## src/rtl/mtimer_pkg.sv

```systemverilog
package mtimer_pkg;

    localparam int MT_BUS_W  = 32;
    localparam int MT_TIME_W = 64;
    localparam int MT_ADDR_W = 20;
    localparam int MT_DIV    = 16;
    localparam int MT_WORDS  = MT_TIME_W / MT_BUS_W;

    localparam logic [MT_ADDR_W-1:0] OFS_CMP_LO  = 20'h04000;
    localparam logic [MT_ADDR_W-1:0] OFS_CMP_HI  = 20'h04004;
    localparam logic [MT_ADDR_W-1:0] OFS_TIME_LO = 20'h0BFF8;
    localparam logic [MT_ADDR_W-1:0] OFS_TIME_HI = 20'h0BFFC;

    typedef enum logic [2:0] {
        SEL_NONE,
        SEL_CMP_LO,
        SEL_CMP_HI,
        SEL_TIME_LO,
        SEL_TIME_HI
    } mt_sel_e;

    typedef struct packed {
        logic                 valid;
        logic                 write;
        logic [MT_ADDR_W-1:0] addr;
        logic [MT_BUS_W-1:0]  wdata;
    } mt_req_t;

    function automatic mt_sel_e mt_decode(input logic [MT_ADDR_W-1:0] a);
        mt_sel_e s;
        case (a)
            OFS_CMP_LO:  s = SEL_CMP_LO;
            OFS_CMP_HI:  s = SEL_CMP_HI;
            OFS_TIME_LO: s = SEL_TIME_LO;
            OFS_TIME_HI: s = SEL_TIME_HI;
            default:     s = SEL_NONE;
        endcase
        return s;
    endfunction

endpackage

```

## src/rtl/mtimer_prescale.sv

```systemverilog
module mtimer_prescale #(
    parameter int DIV = 16
) (
    input  logic clk,
    input  logic rst,
    input  logic use_ext,
    input  logic ext_tick,
    output logic adv
);
    localparam int CW = (DIV > 1) ? $clog2(DIV) : 1;

    logic cyc_adv;

    generate
        if (DIV <= 1) begin : g_nodiv
            assign cyc_adv = 1'b1;
        end else begin : g_div
            logic [CW-1:0] cnt;
            always_ff @(posedge clk) begin
                if (rst) begin
                    cnt <= '0;
                end else if (cnt == CW'(DIV - 1)) begin
                    cnt <= '0;
                end else begin
                    cnt <= cnt + 1'b1;
                end
            end
            assign cyc_adv = (cnt == CW'(DIV - 1));
        end
    endgenerate

    assign adv = use_ext ? ext_tick : cyc_adv;
endmodule

```

## src/rtl/mtimer_counter.sv

```systemverilog
module mtimer_counter #(
    parameter int W = 64
) (
    input  logic         clk,
    input  logic         rst,
    input  logic         adv,
    output logic [W-1:0] value
);
    always_ff @(posedge clk) begin
        if (rst) begin
            value <= '0;
        end else if (adv) begin
            value <= value + 1'b1;
        end
    end
endmodule

```

## src/rtl/mtimer_cmp.sv

```systemverilog
module mtimer_cmp #(
    parameter int W     = 64,
    parameter int BUS_W = 32
) (
    input  logic             clk,
    input  logic             rst,
    input  logic [W/BUS_W-1:0] wr_word,
    input  logic [BUS_W-1:0] wdata,
    input  logic [W-1:0]     time_val,
    output logic [W-1:0]     value,
    output logic             irq
);
    localparam int NW = W / BUS_W;

    genvar g;
    generate
        for (g = 0; g < NW; g++) begin : g_word
            always_ff @(posedge clk) begin
                if (rst) begin
                    value[g*BUS_W +: BUS_W] <= '1;
                end else if (wr_word[g]) begin
                    value[g*BUS_W +: BUS_W] <= wdata;
                end
            end
        end
    endgenerate

    logic reached;
    assign reached = (time_val >= value);

    always_ff @(posedge clk) begin
        if (rst) begin
            irq <= 1'b0;
        end else if (|wr_word) begin
            irq <= 1'b0;
        end else if (reached) begin
            irq <= 1'b1;
        end
    end
endmodule

```

## src/rtl/mtimer.sv

```systemverilog
module mtimer
    import mtimer_pkg::*;
#(
    parameter int DIV = MT_DIV
) (
    input  logic                 clk,
    input  logic                 rst,
    input  logic                 tick_mode,
    input  logic                 ext_tick,
    input  logic                 bus_valid,
    input  logic                 bus_write,
    input  logic [MT_ADDR_W-1:0] bus_addr,
    input  logic [MT_BUS_W-1:0]  bus_wdata,
    output logic                 bus_rvalid,
    output logic [MT_BUS_W-1:0]  bus_rdata,
    output logic                 timer_irq
);
    mt_req_t                req;
    mt_sel_e                sel;
    logic                   adv;
    logic [MT_TIME_W-1:0]   time_val;
    logic [MT_TIME_W-1:0]   cmp_val;
    logic [MT_WORDS-1:0]    wr_word;
    logic [MT_BUS_W-1:0]    rd_mux;
    logic                   rd_req;

    assign req = '{valid: bus_valid, write: bus_write, addr: bus_addr, wdata: bus_wdata};
    assign sel = mt_decode(req.addr);

    assign wr_word[0] = req.valid && req.write && (sel == SEL_CMP_LO);
    assign wr_word[1] = req.valid && req.write && (sel == SEL_CMP_HI);
    assign rd_req     = req.valid && !req.write;

    mtimer_prescale #(.DIV(DIV)) u_pre (
        .clk      (clk),
        .rst      (rst),
        .use_ext  (tick_mode),
        .ext_tick (ext_tick),
        .adv      (adv)
    );

    mtimer_counter #(.W(MT_TIME_W)) u_cnt (
        .clk   (clk),
        .rst   (rst),
        .adv   (adv),
        .value (time_val)
    );

    mtimer_cmp #(.W(MT_TIME_W), .BUS_W(MT_BUS_W)) u_cmp (
        .clk      (clk),
        .rst      (rst),
        .wr_word  (wr_word),
        .wdata    (req.wdata),
        .time_val (time_val),
        .value    (cmp_val),
        .irq      (timer_irq)
    );

    always_comb begin
        case (sel)
            SEL_CMP_LO:  rd_mux = cmp_val[MT_BUS_W-1:0];
            SEL_CMP_HI:  rd_mux = cmp_val[MT_TIME_W-1:MT_BUS_W];
            SEL_TIME_LO: rd_mux = time_val[MT_BUS_W-1:0];
            SEL_TIME_HI: rd_mux = time_val[MT_TIME_W-1:MT_BUS_W];
            default:     rd_mux = '0;
        endcase
    end

    always_ff @(posedge clk) begin
        if (rst) begin
            bus_rvalid <= 1'b0;
            bus_rdata  <= '0;
        end else begin
            bus_rvalid <= rd_req;
            bus_rdata  <= rd_req ? rd_mux : '0;
        end
    end
endmodule

```

## config.mk

```make
export PLATFORM = sky130hd
export DESIGN_NAME = mtimer
export DESIGN_NICKNAME = d
export VERILOG_FILES = /design/src/rtl/mtimer_pkg.sv /design/src/rtl/mtimer_prescale.sv /design/src/rtl/mtimer_counter.sv /design/src/rtl/mtimer_cmp.sv /design/src/rtl/mtimer.sv
export SDC_FILE = /design/constraint.sdc
export NUM_CORES = 1
export LEC_CHECK = 0
export ABC_CLOCK_PERIOD_IN_PS = 2270
export BUFFER_PORTS_ARGS = -buffer_cell sky130_fd_sc_hd__buf_4
export CORE_MARGIN = 3
export CORE_UTILIZATION = 53
export CTS_BUF_LIST = sky130_fd_sc_hd__clkbuf_16
export CTS_CLUSTER_DIAMETER = 120
export DETAILED_ROUTE_END_ITERATION = 12
export GPL_ROUTABILITY_DRIVEN = 0
export PLACE_DENSITY = 0.76
export SETUP_SLACK_MARGIN = 0.3
export SYNTH_ARGS = -nofsm -noshare
export SYNTH_HDL_FRONTEND = slang
export SYNTH_SLANG_ARGS = --single-unit
```

## constraint.sdc

```tcl
create_clock -name clk -period 2.27 [get_ports clk]
set_input_delay 0.5675 -clock clk [delete_from_list [all_inputs] [get_ports clk]]
set_output_delay 0.5675 -clock clk [all_outputs]
set_load 0.005 [all_outputs]
```

==> results.md, run 1 <==
* Crit Path Class: reg -> reg
* Clock network fraction of design power at 0.495
* Actual slew at the worst max-slew pin at 0.7619 ns
* Placement Cell Area at 10160 sq um
* Largest net degree at the start of global routing at 137
* Sequential share of power at 0.473
* Worst-path clk slew at 0.07 ns
* Worst Reg-to-Reg Cells at 8
* Total CTS buffers at 17
* Final Cycle Share at 1.033
* Peak supply drop at 0.5880 mV
* Nets at 1280
* Cells after synthesis at 969
* First-pass GRT wire length at 38.06 mm
* Yosys Warn Count at 0
* RSZ-0062 raised after global routing: true
* Pwr per Cell Area at 527.0 nW/um^2
* Avg Inst Size Synth at 8.714 sq um
* Comb pwr share at 0.032
* CP startpoint kind: flip-flop
* Hold path depth at 2
* Register area share after synthesis at 0.3935
* Die X at 132.2 um
* Switch share at 0.2179
* Status: finished, violations left
* Max-cap violations at 0
* Worst Hold Path EP: u_cmp.value[21]
* Die Ht at 132.2 um
* Synthesized area at 8444 sq um
* Max clock buf depth at 2
* Asr flop ratio synth at 0
* Post-route cell area at 11750 sq um
* Clock tree from TritonCTS: yes
* Antenna violations before repair at 0
* Fmax at 426.6 MHz
* Ys flop type: dfxtp_1
* Setup Skew at 0.009426 ns
* Sinks on Clock Net at 166
* Fill count at 976
* Inst Count DP at 1321
* Post-route ant nets at 0
* Core box area at 15370 sq um
* Int Power at 4.842 mW
* Number of synthesized register bits at 166
* Sw power at 1.349 mW
* Hold Path Class: in -> reg
* Worst reg2reg setup slack at -0.07 ns
* Wirelength, routed at 28.37 mm
* Setup ws final at -0.07397 ns
* H-tree depth at 4
* Failing checks: negative setup slack
* Clk Latency, worst-skew pair at 0.44 ns
* CTS Root Cell: clkbuf_16
* Vias in the first global route at 7706
* WL/cell at 20.56 um
* Final Max Tran Viols at 0
* Reg-to-Reg Start: u_cmp.value[17]
* Crit path arrival time at 2.67 ns
* Proportion of layout cells with a drive suffix above 1 at 0.3208
* Via/cell ratio at 6.202
* Die area at 17480 sq um
* WP data required at 2.59 ns
* Synth Net Count at 1093
* PortBufs at 91
* Most frequent cells in the layout: buf_4, dfxtp_1, nor2_1
* Slew HR at 0.4867
* Post-Layout Cell Count at 1380
* Post-synth EDFFs at 0
* Reg2Reg Capture Point: u_cmp.irq
* Pre-antenna DRT Iters at 5
* CP Max Fanout at 2
* Fin. Hold Viols at 0
* DRC at 0
* HP Start: bus_wdata[21]
* Period minus WS final at 2.344 ns
* Synthesis-to-finish area growth at 39.13%
* Leading cell type in the layout, fill and taps excluded: buf_4
* Unique masters post-synth at 55
* Static Leak at 5.364 nW
* Gr usage total at 0.2656
* Initial Util at 0.5494
* DPL Wire Length at 16.49 mm
* Ant. Diodes at 0
* DR vias at 8559
* 1st-iter DRT viols at 924
* Power Total at 6.191 mW
* Setup-failing EPs final at 1
* Crit path capture type: flip-flop
* GRT overflow at 0
* FP Rows at 45
* IO Count at 92
==> layout make-up <==
type                    instances  area, sq um  share of cell area
clock inverters                15        185.2             0.01576
clock buffers                  17        425.4             0.03621
flip-flops and latches        166         3351              0.2852
repair buffers                220         1961              0.1669
multi-input cells             676         5281              0.4495
inverters                      75        281.5             0.02396
well taps                     211        264.0             0.02247
==> layer usage <==
layer | global-route usage | vias up | part of all wire
li1 | - | 3851 | -
met1 | 0.3309 | 4006 | 0.38
met2 | 0.4510 | 558 | 0.48
met3 | 0.06260 | 144 | 0.085
met4 | 0.09469 | 0 | 0.053
met5 | 0 | - | 0
==> power by group through the flow <==
stage | clock, mW | combinational (mW) | sequential, mW
3_3_place_gp | 0 | 0.180 | 2.99
5_1_grt | 3.19 | 0.211 | 2.93
4_1_cts | 3.05 | 0.188 | 2.93
6_report | 3.07 | 0.196 | 2.93
2_1_floorplan | 0 | 0.0632 | 2.99
3_5_place_dp | 0 | 0.183 | 2.99
==> Yosys cell counts, drive strengths merged, types with 13 or more instances <==
| cell | instances | area share |
|---|---|---|
| a22oi | 65 | 0.058 |
| a211o | 64 | 0.066 |
| o21ai | 16 | 0.0095 |
| and3 | 13 | 0.0096 |
| inv | 75 | 0.033 |
| buf | 25 | 0.015 |
| nand2 | 33 | 0.015 |
| nand4 | 34 | 0.028 |
| nor3 | 13 | 0.0089 |
| xnor2 | 20 | 0.021 |
| clkbuf | 27 | 0.012 |
| xor2 | 36 | 0.037 |
| nor2 | 140 | 0.062 |
| nor4 | 13 | 0.013 |
| ha | 66 | 0.098 |
| nand3 | 33 | 0.020 |
| a21oi | 67 | 0.040 |
| dfxtp | 166 | 0.39 |
==> cells by family (layout without fill, tap and decap cells) <==
group / Yosys count / in the layout / synth area share
buffers and inverters: 127 / 327 / 0.06016
AOI/OAI and AO/OA: 234 / 234 / 0.1953
adders and majority gates: 66 / 66 / 0.09779
muxes: 4 / 4 / 0.005186
DFF: 166 / 166 / 0.3935
xor gates and xnor gates: 56 / 56 / 0.05808
and+or+nand+nor: 316 / 316 / 0.1900
==> how the worst max path moves through the flow <==
stage	start	slack (ns)	to
floorplan	tick_mode	0.15	u_cnt.value[59]
global placement	tick_mode	-0.11	u_cnt.value[51]
detailed placement	tick_mode	-0.14	u_cnt.value[51]
CTS	u_pre.g_div.cnt[1]	0.1	u_cnt.value[48]
global route	u_cmp.value[56]	-0.23	u_cmp.irq
finish	u_cmp.value[17]	-0.07	u_cmp.irq
==> stage by stage <==
step / util / hold WS (ns) / TNS [ns] / worst slack (ns)
detailed placement: 0.6613 / 0.5108 / -7.201 / -0.1364
global route: 0.7643 / 0.3372 / -0.4413 / -0.2272
CTS: 0.7181 / 0.3325 / 0 / 0.09538
finish: 0.7643 / 0.3381 / -0.07397 / -0.07397
global placement: 0.6613 / 0.5058 / -1.934 / -0.1119
floorplan: - / 0.4367 / 0 / 0.1487
==> worst max-delay path, stage by stage, from the launching register on <==
cell	delay (ns)
dfxtp_1	0.34
inv_1	0.07
ha_1	0.30
a21oi_1	0.18
nor2_1	0.06
a211oi_1	0.35
o21ai_0	0.37
a2111oi_2	0.45
o21ai_1	0.11
==> registers in the layout (all words and copies together) (netlist names) <==
register         count
u_cnt.value         64
u_cmp.value         64
bus_rdata           32
u_cmp.irq            1
bus_rvalid           1
u_pre.g_div.cnt      4
==> what timing repair did <==
item / in CTS / in global routing
resized for setup: 46 / 104
cloned: 0 / 4
hold buffers: 0 / 0
buffers inserted: 5 / 18
pin swaps: 16 / 44
setup endpoints to repair: 27 / 82
Power figures use the tool's default switching activity.
==> inputs of run 2 (changes only) <==
--- a/config.mk
+++ b/config.mk
@@ -6,12 +6,12 @@
 export NUM_CORES = 1
 export LEC_CHECK = 0
 export ABC_CLOCK_PERIOD_IN_PS = 2270
-export BUFFER_PORTS_ARGS = -buffer_cell sky130_fd_sc_hd__buf_4
 export CORE_MARGIN = 3
-export CORE_UTILIZATION = 53
+export CORE_UTILIZATION = 58
 export CTS_BUF_LIST = sky130_fd_sc_hd__clkbuf_16
 export CTS_CLUSTER_DIAMETER = 120
 export DETAILED_ROUTE_END_ITERATION = 12
+export DONT_BUFFER_PORTS = 1
 export GPL_ROUTABILITY_DRIVEN = 0
 export PLACE_DENSITY = 0.76
 export SETUP_SLACK_MARGIN = 0.3
==> results.md, run 2 (synthesized netlist as in run 1, its figures left out) <==
* Post-Layout Cell Count at 1223 (-11%)
* CP Max Fanout at 5 (+3)
* Setup ws final at 0.1300 ns (+0.2039 ns)
* Levels on crit path at 9 (+1)
* Static Leak at 4.573 nW (-15%)
* Max-cap violations at 0 (unchanged)
* Most frequent cells in the layout: nor2_1, dfxtp_1, buf_4
* PortBufs at 0 (-100%)
* Hold Path Class: in -> reg
* Clock tree from TritonCTS: yes
* Nets at 1154 (-9.8%)
* Int Power at 4.674 mW (-3.5%)
* DRC at 0 (unchanged)
* Pwr per Cell Area at 559.6 nW/um^2 (+6.2%)
* Via/cell ratio at 6.397 (+3.1%)
* Critical path's largest stage delay at 0.42 ns (-0.03 ns)
* Die X at 126.7 um (-4.2%)
* Largest regs: u_cmp.value (64), u_cnt.value (64), bus_rdata (32)
* RSZ-0062 raised after global routing: true
* Comb pwr share at 0.009 (-0.023)
* Post-CTS Hold Buffers at 0 (unchanged)
* Vias in the first global route at 7338 (-4.8%)
* CP Buf/Inv Count at 2 (+1)
* Crit path capture type: flip-flop
* Leading cell type in the layout, fill and taps excluded: nor2_1
* CP startpoint kind: flip-flop
* Setup-failing EPs final at 0 (-1)
* Actual slew at the worst max-slew pin at 0.4978 ns (-0.2641 ns)
* Initial Util at 0.6014 (+0.05199)
* Crit Path Class: reg -> reg
* Ant. Diodes at 0 (unchanged)
* Final Max Tran Viols at 0 (unchanged)
* DPL Wire Length at 15.85 mm (-3.8%)
* Pre-antenna DRT Iters at 6 (+1)
* Antenna violations before repair at 0 (unchanged)
* Worst-path cell chain: ha_4 -> and4b_2 -> buf_12 -> o2111ai_4 -> or3_4 -> nor4_4 -> buf_4 -> nand4_1 -> a21oi_1
* Final setup TNS at 0 ns (+0.07397 ns)
* Worst-path clk slew at 0.07 ns (about the same)
* Fmax at 467.3 MHz (+9.5%)
* Sw power at 1.275 mW (-5.5%)
* First-pass GRT wire length at 36.95 mm (-2.9%)
* Post-route ant nets at 0 (unchanged)
* Max clock buf depth at 2 (unchanged)
* Proportion of layout cells with a drive suffix above 1 at 0.2570 (-0.06384)
* Synthesis-to-finish area growth at 25.90%
* CTS Root Cell: clkbuf_16
* HP Start: rst
* Die Ht at 126.7 um (-4.2%)
* WP data required at 2.63 ns (+0.04 ns)
* Total CTS buffers at 17 (unchanged)
* Critical path's slowest cell: or3_4
* Reg-to-Reg Start: u_pre.g_div.cnt[0]
* Worst Reg-to-Reg Cells at 9 (+1)
* Largest net degree at the start of global routing at 138 (+0.73%)
* Switch share at 0.2143 (-0.003600)
* IO Count at 92 (unchanged)
* Sinks on Clock Net at 166 (unchanged)
* Clock network fraction of design power at 0.500 (+0.005)
* Crit path arrival time at 2.50 ns (-0.17 ns)
* H-tree depth at 4 (unchanged)
* Status: completed
* DR vias at 7823 (-8.6%)
* Final Cycle Share at 0.9427 (-0.08984)
* Peak supply drop at 0.5862 mV (-0.31%)
* WL/cell at 19.90 um (-3.2%)
* Die area at 16040 sq um (-8.2%)
* Clk Latency, worst-skew pair at 0.44 ns (about the same)
* GRT overflow at 0 (unchanged)
* Fin. Hold Viols at 0 (unchanged)
* Hold path depth at 1 (-1)
* Setup Skew at 0.009710 ns (+0.0002842 ns)
* Inst Count DP at 1172 (-11%)
* FP Rows at 43 (-4.4%)
* Period minus WS final at 2.140 ns (-0.2039 ns)
* Sequential share of power at 0.491 (+0.018)
* Gr usage total at 0.2867 (+0.02107)
* Pre-CTS setup slack at -0.07813 ns (+0.05832 ns)
* Crit. Startpoint: u_pre.g_div.cnt[0]
* Delay-heaviest family, CP: simple AND/OR/NAND/NOR gates
* Wirelength, routed at 24.34 mm (-14%)
* Core box area at 14040 sq um (-8.6%)
* Slew HR at 0.6681 (+0.1814)
* 1st-iter DRT viols at 827 (-10%)
-- run 2: final cells by class --
cell class,count,area [sq um]
timing repair buffer,94,874.6
clock buffer,17,425.4
multi-input combinational,676,5260
sequential,166,3386
clock inverter,15,178.9
inverter,75,281.5
fill,916,3411
tap,180,225.2
-- run 2: metal layers --
metal	vias to the layer above	track usage	wire length [um]
met5	-	0	0
met2	383	0.4682	11650
met4	0	0.09905	765
met3	78	0.07789	2019
met1	3755	0.3672	9903
li1	3607	-	-
-- run 2: path summary, 6_finish.rpt --
path | endpoint | slack [ns]
setup / recovery | u_cnt.value[59] | 0.13
hold / removal | u_cnt.value[25] | 0.21
setup reg to reg | u_cnt.value[59] | 0.13
hold reg to reg | u_pre.g_div.cnt[3] | 0.52
-- run 2: power groups by stage --
| stage | Combinational, mW | Clock, mW | Sequential, mW |
|---|---|---|---|
| 2_1_floorplan | 0.0632 | 0 | 2.99 |
| 3_3_place_gp | 0.0436 | 0 | 2.99 |
| 3_5_place_dp | 0.0443 | 0 | 2.99 |
| 4_1_cts | 0.0496 | 3.01 | 2.93 |
| 5_1_grt | 0.0568 | 3.13 | 2.92 |
| 6_report | 0.0507 | 2.98 | 2.92 |
-- run 2: repair_timing --
item / CTS / global route
gates cloned: 0 / 1
pin swaps: 8 / 29
setup buffers: 5 / 13
resized for setup: 32 / 115
setup endpoints to repair: 31 / 34
-- run 2: per-stage QoR --
step	hold WS (ns)	area (sq um)	total power [mW]	util
after CTS	0.1974	9982	5.991	0.7109
final	0.2148	10630	5.949	0.7571
after global routing	0.1848	10630	6.106	0.7571
after global placement	0.4903	9228	3.037	0.6571
after floorplan	0.4367	8632	3.056	-
after detailed placement	0.5008	9228	3.038	0.6571
==> inputs of run 3 (changes only) <==
--- a/config.mk
+++ b/config.mk
@@ -7,13 +7,12 @@
 export LEC_CHECK = 0
 export ABC_CLOCK_PERIOD_IN_PS = 2270
 export CORE_MARGIN = 3
-export CORE_UTILIZATION = 58
+export CORE_UTILIZATION = 40
 export CTS_BUF_LIST = sky130_fd_sc_hd__clkbuf_16
 export CTS_CLUSTER_DIAMETER = 120
 export DETAILED_ROUTE_END_ITERATION = 12
 export DONT_BUFFER_PORTS = 1
 export GPL_ROUTABILITY_DRIVEN = 0
-export PLACE_DENSITY = 0.76
 export SETUP_SLACK_MARGIN = 0.3
 export SYNTH_ARGS = -nofsm -noshare
 export SYNTH_HDL_FRONTEND = slang
==> results.md, run 3 (synthesized netlist as in run 1, its figures left out) <==
* IO Count at 92 (unchanged)
* CP Max Fanout at 2 (-3)
* CP startpoint kind: flip-flop
* Pwr per Cell Area at 547.8 nW/um^2 (-2.1%)
* RSZ-0062 raised after global routing: true
* Post-route ant nets at 0 (unchanged)
* Pre-CTS setup slack at -0.09174 ns (-0.01361 ns)
* Nets at 1170 (+1.4%)
* Max-cap violations at 0 (unchanged)
* Fill count at 1928 (+110%)
* Ant. Diodes at 0 (unchanged)
* Clock tree from TritonCTS: yes
* Die Ht at 151.3 um (+19%)
* Wirelength, routed at 24.62 mm (+1.2%)
* Die X at 151.3 um (+19%)
* 1st-iter DRT viols at 477 (-42%)
* Hold path depth at 1 (unchanged)
* Post-CTS Hold Buffers at 0 (unchanged)
* CTS Root Cell: clkbuf_16
* Proportion of layout cells with a drive suffix above 1 at 0.2257 (-0.03127)
* Initial Util at 0.4120 (-0.1893)
* Via/cell ratio at 5.556 (-13%)
* Final Cycle Share at 0.9647 (+0.02196)
* Worst-path clk slew at 0.06 ns (about the same)
* Power Total at 5.803 mW (-2.5%)
* Crit path arrival time at 2.55 ns (+0.05 ns)
* Pre-antenna DRT Iters at 6 (unchanged)
* Hold Path Class: in -> reg
* Setup ws final at 0.08012 ns (-0.04985 ns)
* Largest net degree at the start of global routing at 138 (unchanged)
* Actual slew at the worst max-slew pin at 0.5807 ns (+0.08294 ns)
* Gr usage total at 0.2185 (-0.06823)
* DPL Wire Length at 17.40 mm (+9.8%)
* H-tree depth at 4 (unchanged)
* Most frequent cells in the layout: dfxtp_1, nor2_1, buf_4
* Worst Reg-to-Reg Cells at 8 (-1)
* GRT overflow at 0 (unchanged)
* Total CTS buffers at 17 (unchanged)
* Peak supply drop at 0.4069 mV (-31%)
* Static Leak at 4.714 nW (+3.1%)
* Final Max Tran Viols at 0 (unchanged)
* WP data required at 2.63 ns (about the same)
* Largest regs: u_cmp.value (64), u_cnt.value (64), bus_rdata (32)
* PortBufs at 0 (unchanged)
* DRC at 0 (unchanged)
* Fmax at 456.6 MHz (-2.3%)
* Setup-failing EPs final at 0 (unchanged)
* Period minus WS final at 2.190 ns (+0.04985 ns)
* Crit path capture type: flip-flop
* DR vias at 7384 (-5.6%)
* Synthesis-to-finish area growth at 25.46%
* Setup Skew at 0.007484 ns (-0.002226 ns)
* Die area at 22890 sq um (+43%)
* Status: completed
* Sinks on Clock Net at 166 (unchanged)
* Clk Latency, worst-skew pair at 0.43 ns (about the same)
* Core box area at 20490 sq um (+46%)
* Fin. Hold Viols at 0 (unchanged)
* WL/cell at 18.53 um (-6.9%)
* FP Rows at 52 (+21%)
* Vias in the first global route at 7225 (-1.5%)
* Max clock buf depth at 2 (unchanged)
* Slew HR at 0.6120 (-0.05613)
* First-pass GRT wire length at 39.21 mm (+6.1%)
* Antenna violations before repair at 0 (unchanged)
* Leading cell type in the layout, fill and taps excluded: dfxtp_1
* Crit Path Class: reg -> reg
[run 3: cell count changes in the layout (fill, tap and decap cells not counted), sizes merged]
cell	before	now
buf	93	110
inv	78	79
clkbuf	18	17
clkinv	7	8
bufinv	3	2
clkinvlp	2	1
[run 3: worst paths after layout]
kind,start,endpoint,slack (ns)
max,u_cmp.value[61],u_cmp.irq,0.08
min reg2reg,u_pre.g_div.cnt[3],u_pre.g_div.cnt[3],0.53
max reg2reg,u_cmp.value[61],u_cmp.irq,0.08
min,rst,u_cnt.value[60],0.22
[run 3: through the flow]
| step | instance area [sq um] | util | hold slack (ns) | cells | TNS [ns] |
|---|---|---|---|---|---|
| 6_report | 10590 | 0.5169 | 0.2200 | 1329 | 0 |
| 5_1_grt | 10590 | 0.5169 | 0.1945 | 1329 | 0 |
| 4_1_cts | 10360 | 0.5056 | 0.1942 | 1320 | 0 |
| 3_5_place_dp | 9490 | 0.4631 | 0.5097 | 1282 | -0.4785 |
| 3_3_place_gp | 9490 | 0.4631 | 0.4947 | 1282 | -0.08191 |
| 2_1_floorplan | 8632 | - | 0.4367 | 969 | 0 |
[run 3: worst max-delay path: stages, from the launching register on]
cell       delay (ns)
dfxtp_2          0.34
inv_2            0.05
ha_4             0.26
nand4_1          0.18
buf_4            0.19
or4_4            0.57
a2111oi_4        0.28
nand2_1          0.11
o21ai_1          0.14
[run 3: power breakdown]
group	switching, mW	total (mW)	internal [mW]
Sequential	0.00925	2.93	2.92
Clock	1.22	2.82	1.60
Combinational	0.0249	0.0526	0.0277
[run 3: layer usage]
metal / GRT usage / vias to the layer above / wire, um
li1: - / 3633 / -
met1: 0.2924 / 3521 / 11280
met2: 0.3539 / 200 / 11450
met3: 0.04937 / 30 / 1448
met4: 0.06120 / 0 / 444
met5: 0 / - / 0
[run 3: layout make-up]
type / count / area (sq um) / area share
clock buffers: 17 / 425.4 / 0.04016
multi-input cells: 676 / 5057 / 0.4774
flip-flops and latches: 166 / 3359 / 0.3171
repair buffers: 110 / 992.2 / 0.09366
inverters: 75 / 284.0 / 0.02681
clock inverters: 15 / 137.6 / 0.01299
well taps: 270 / 337.8 / 0.03189
[run 3: timing repair]
item                                    4_1_cts  5_1_grt
gates cloned                                  0        1
endpoints found under the setup margin       25       38
setup buffers                                 6        8
gates resized for setup                      65       45
pin swaps                                    12       27
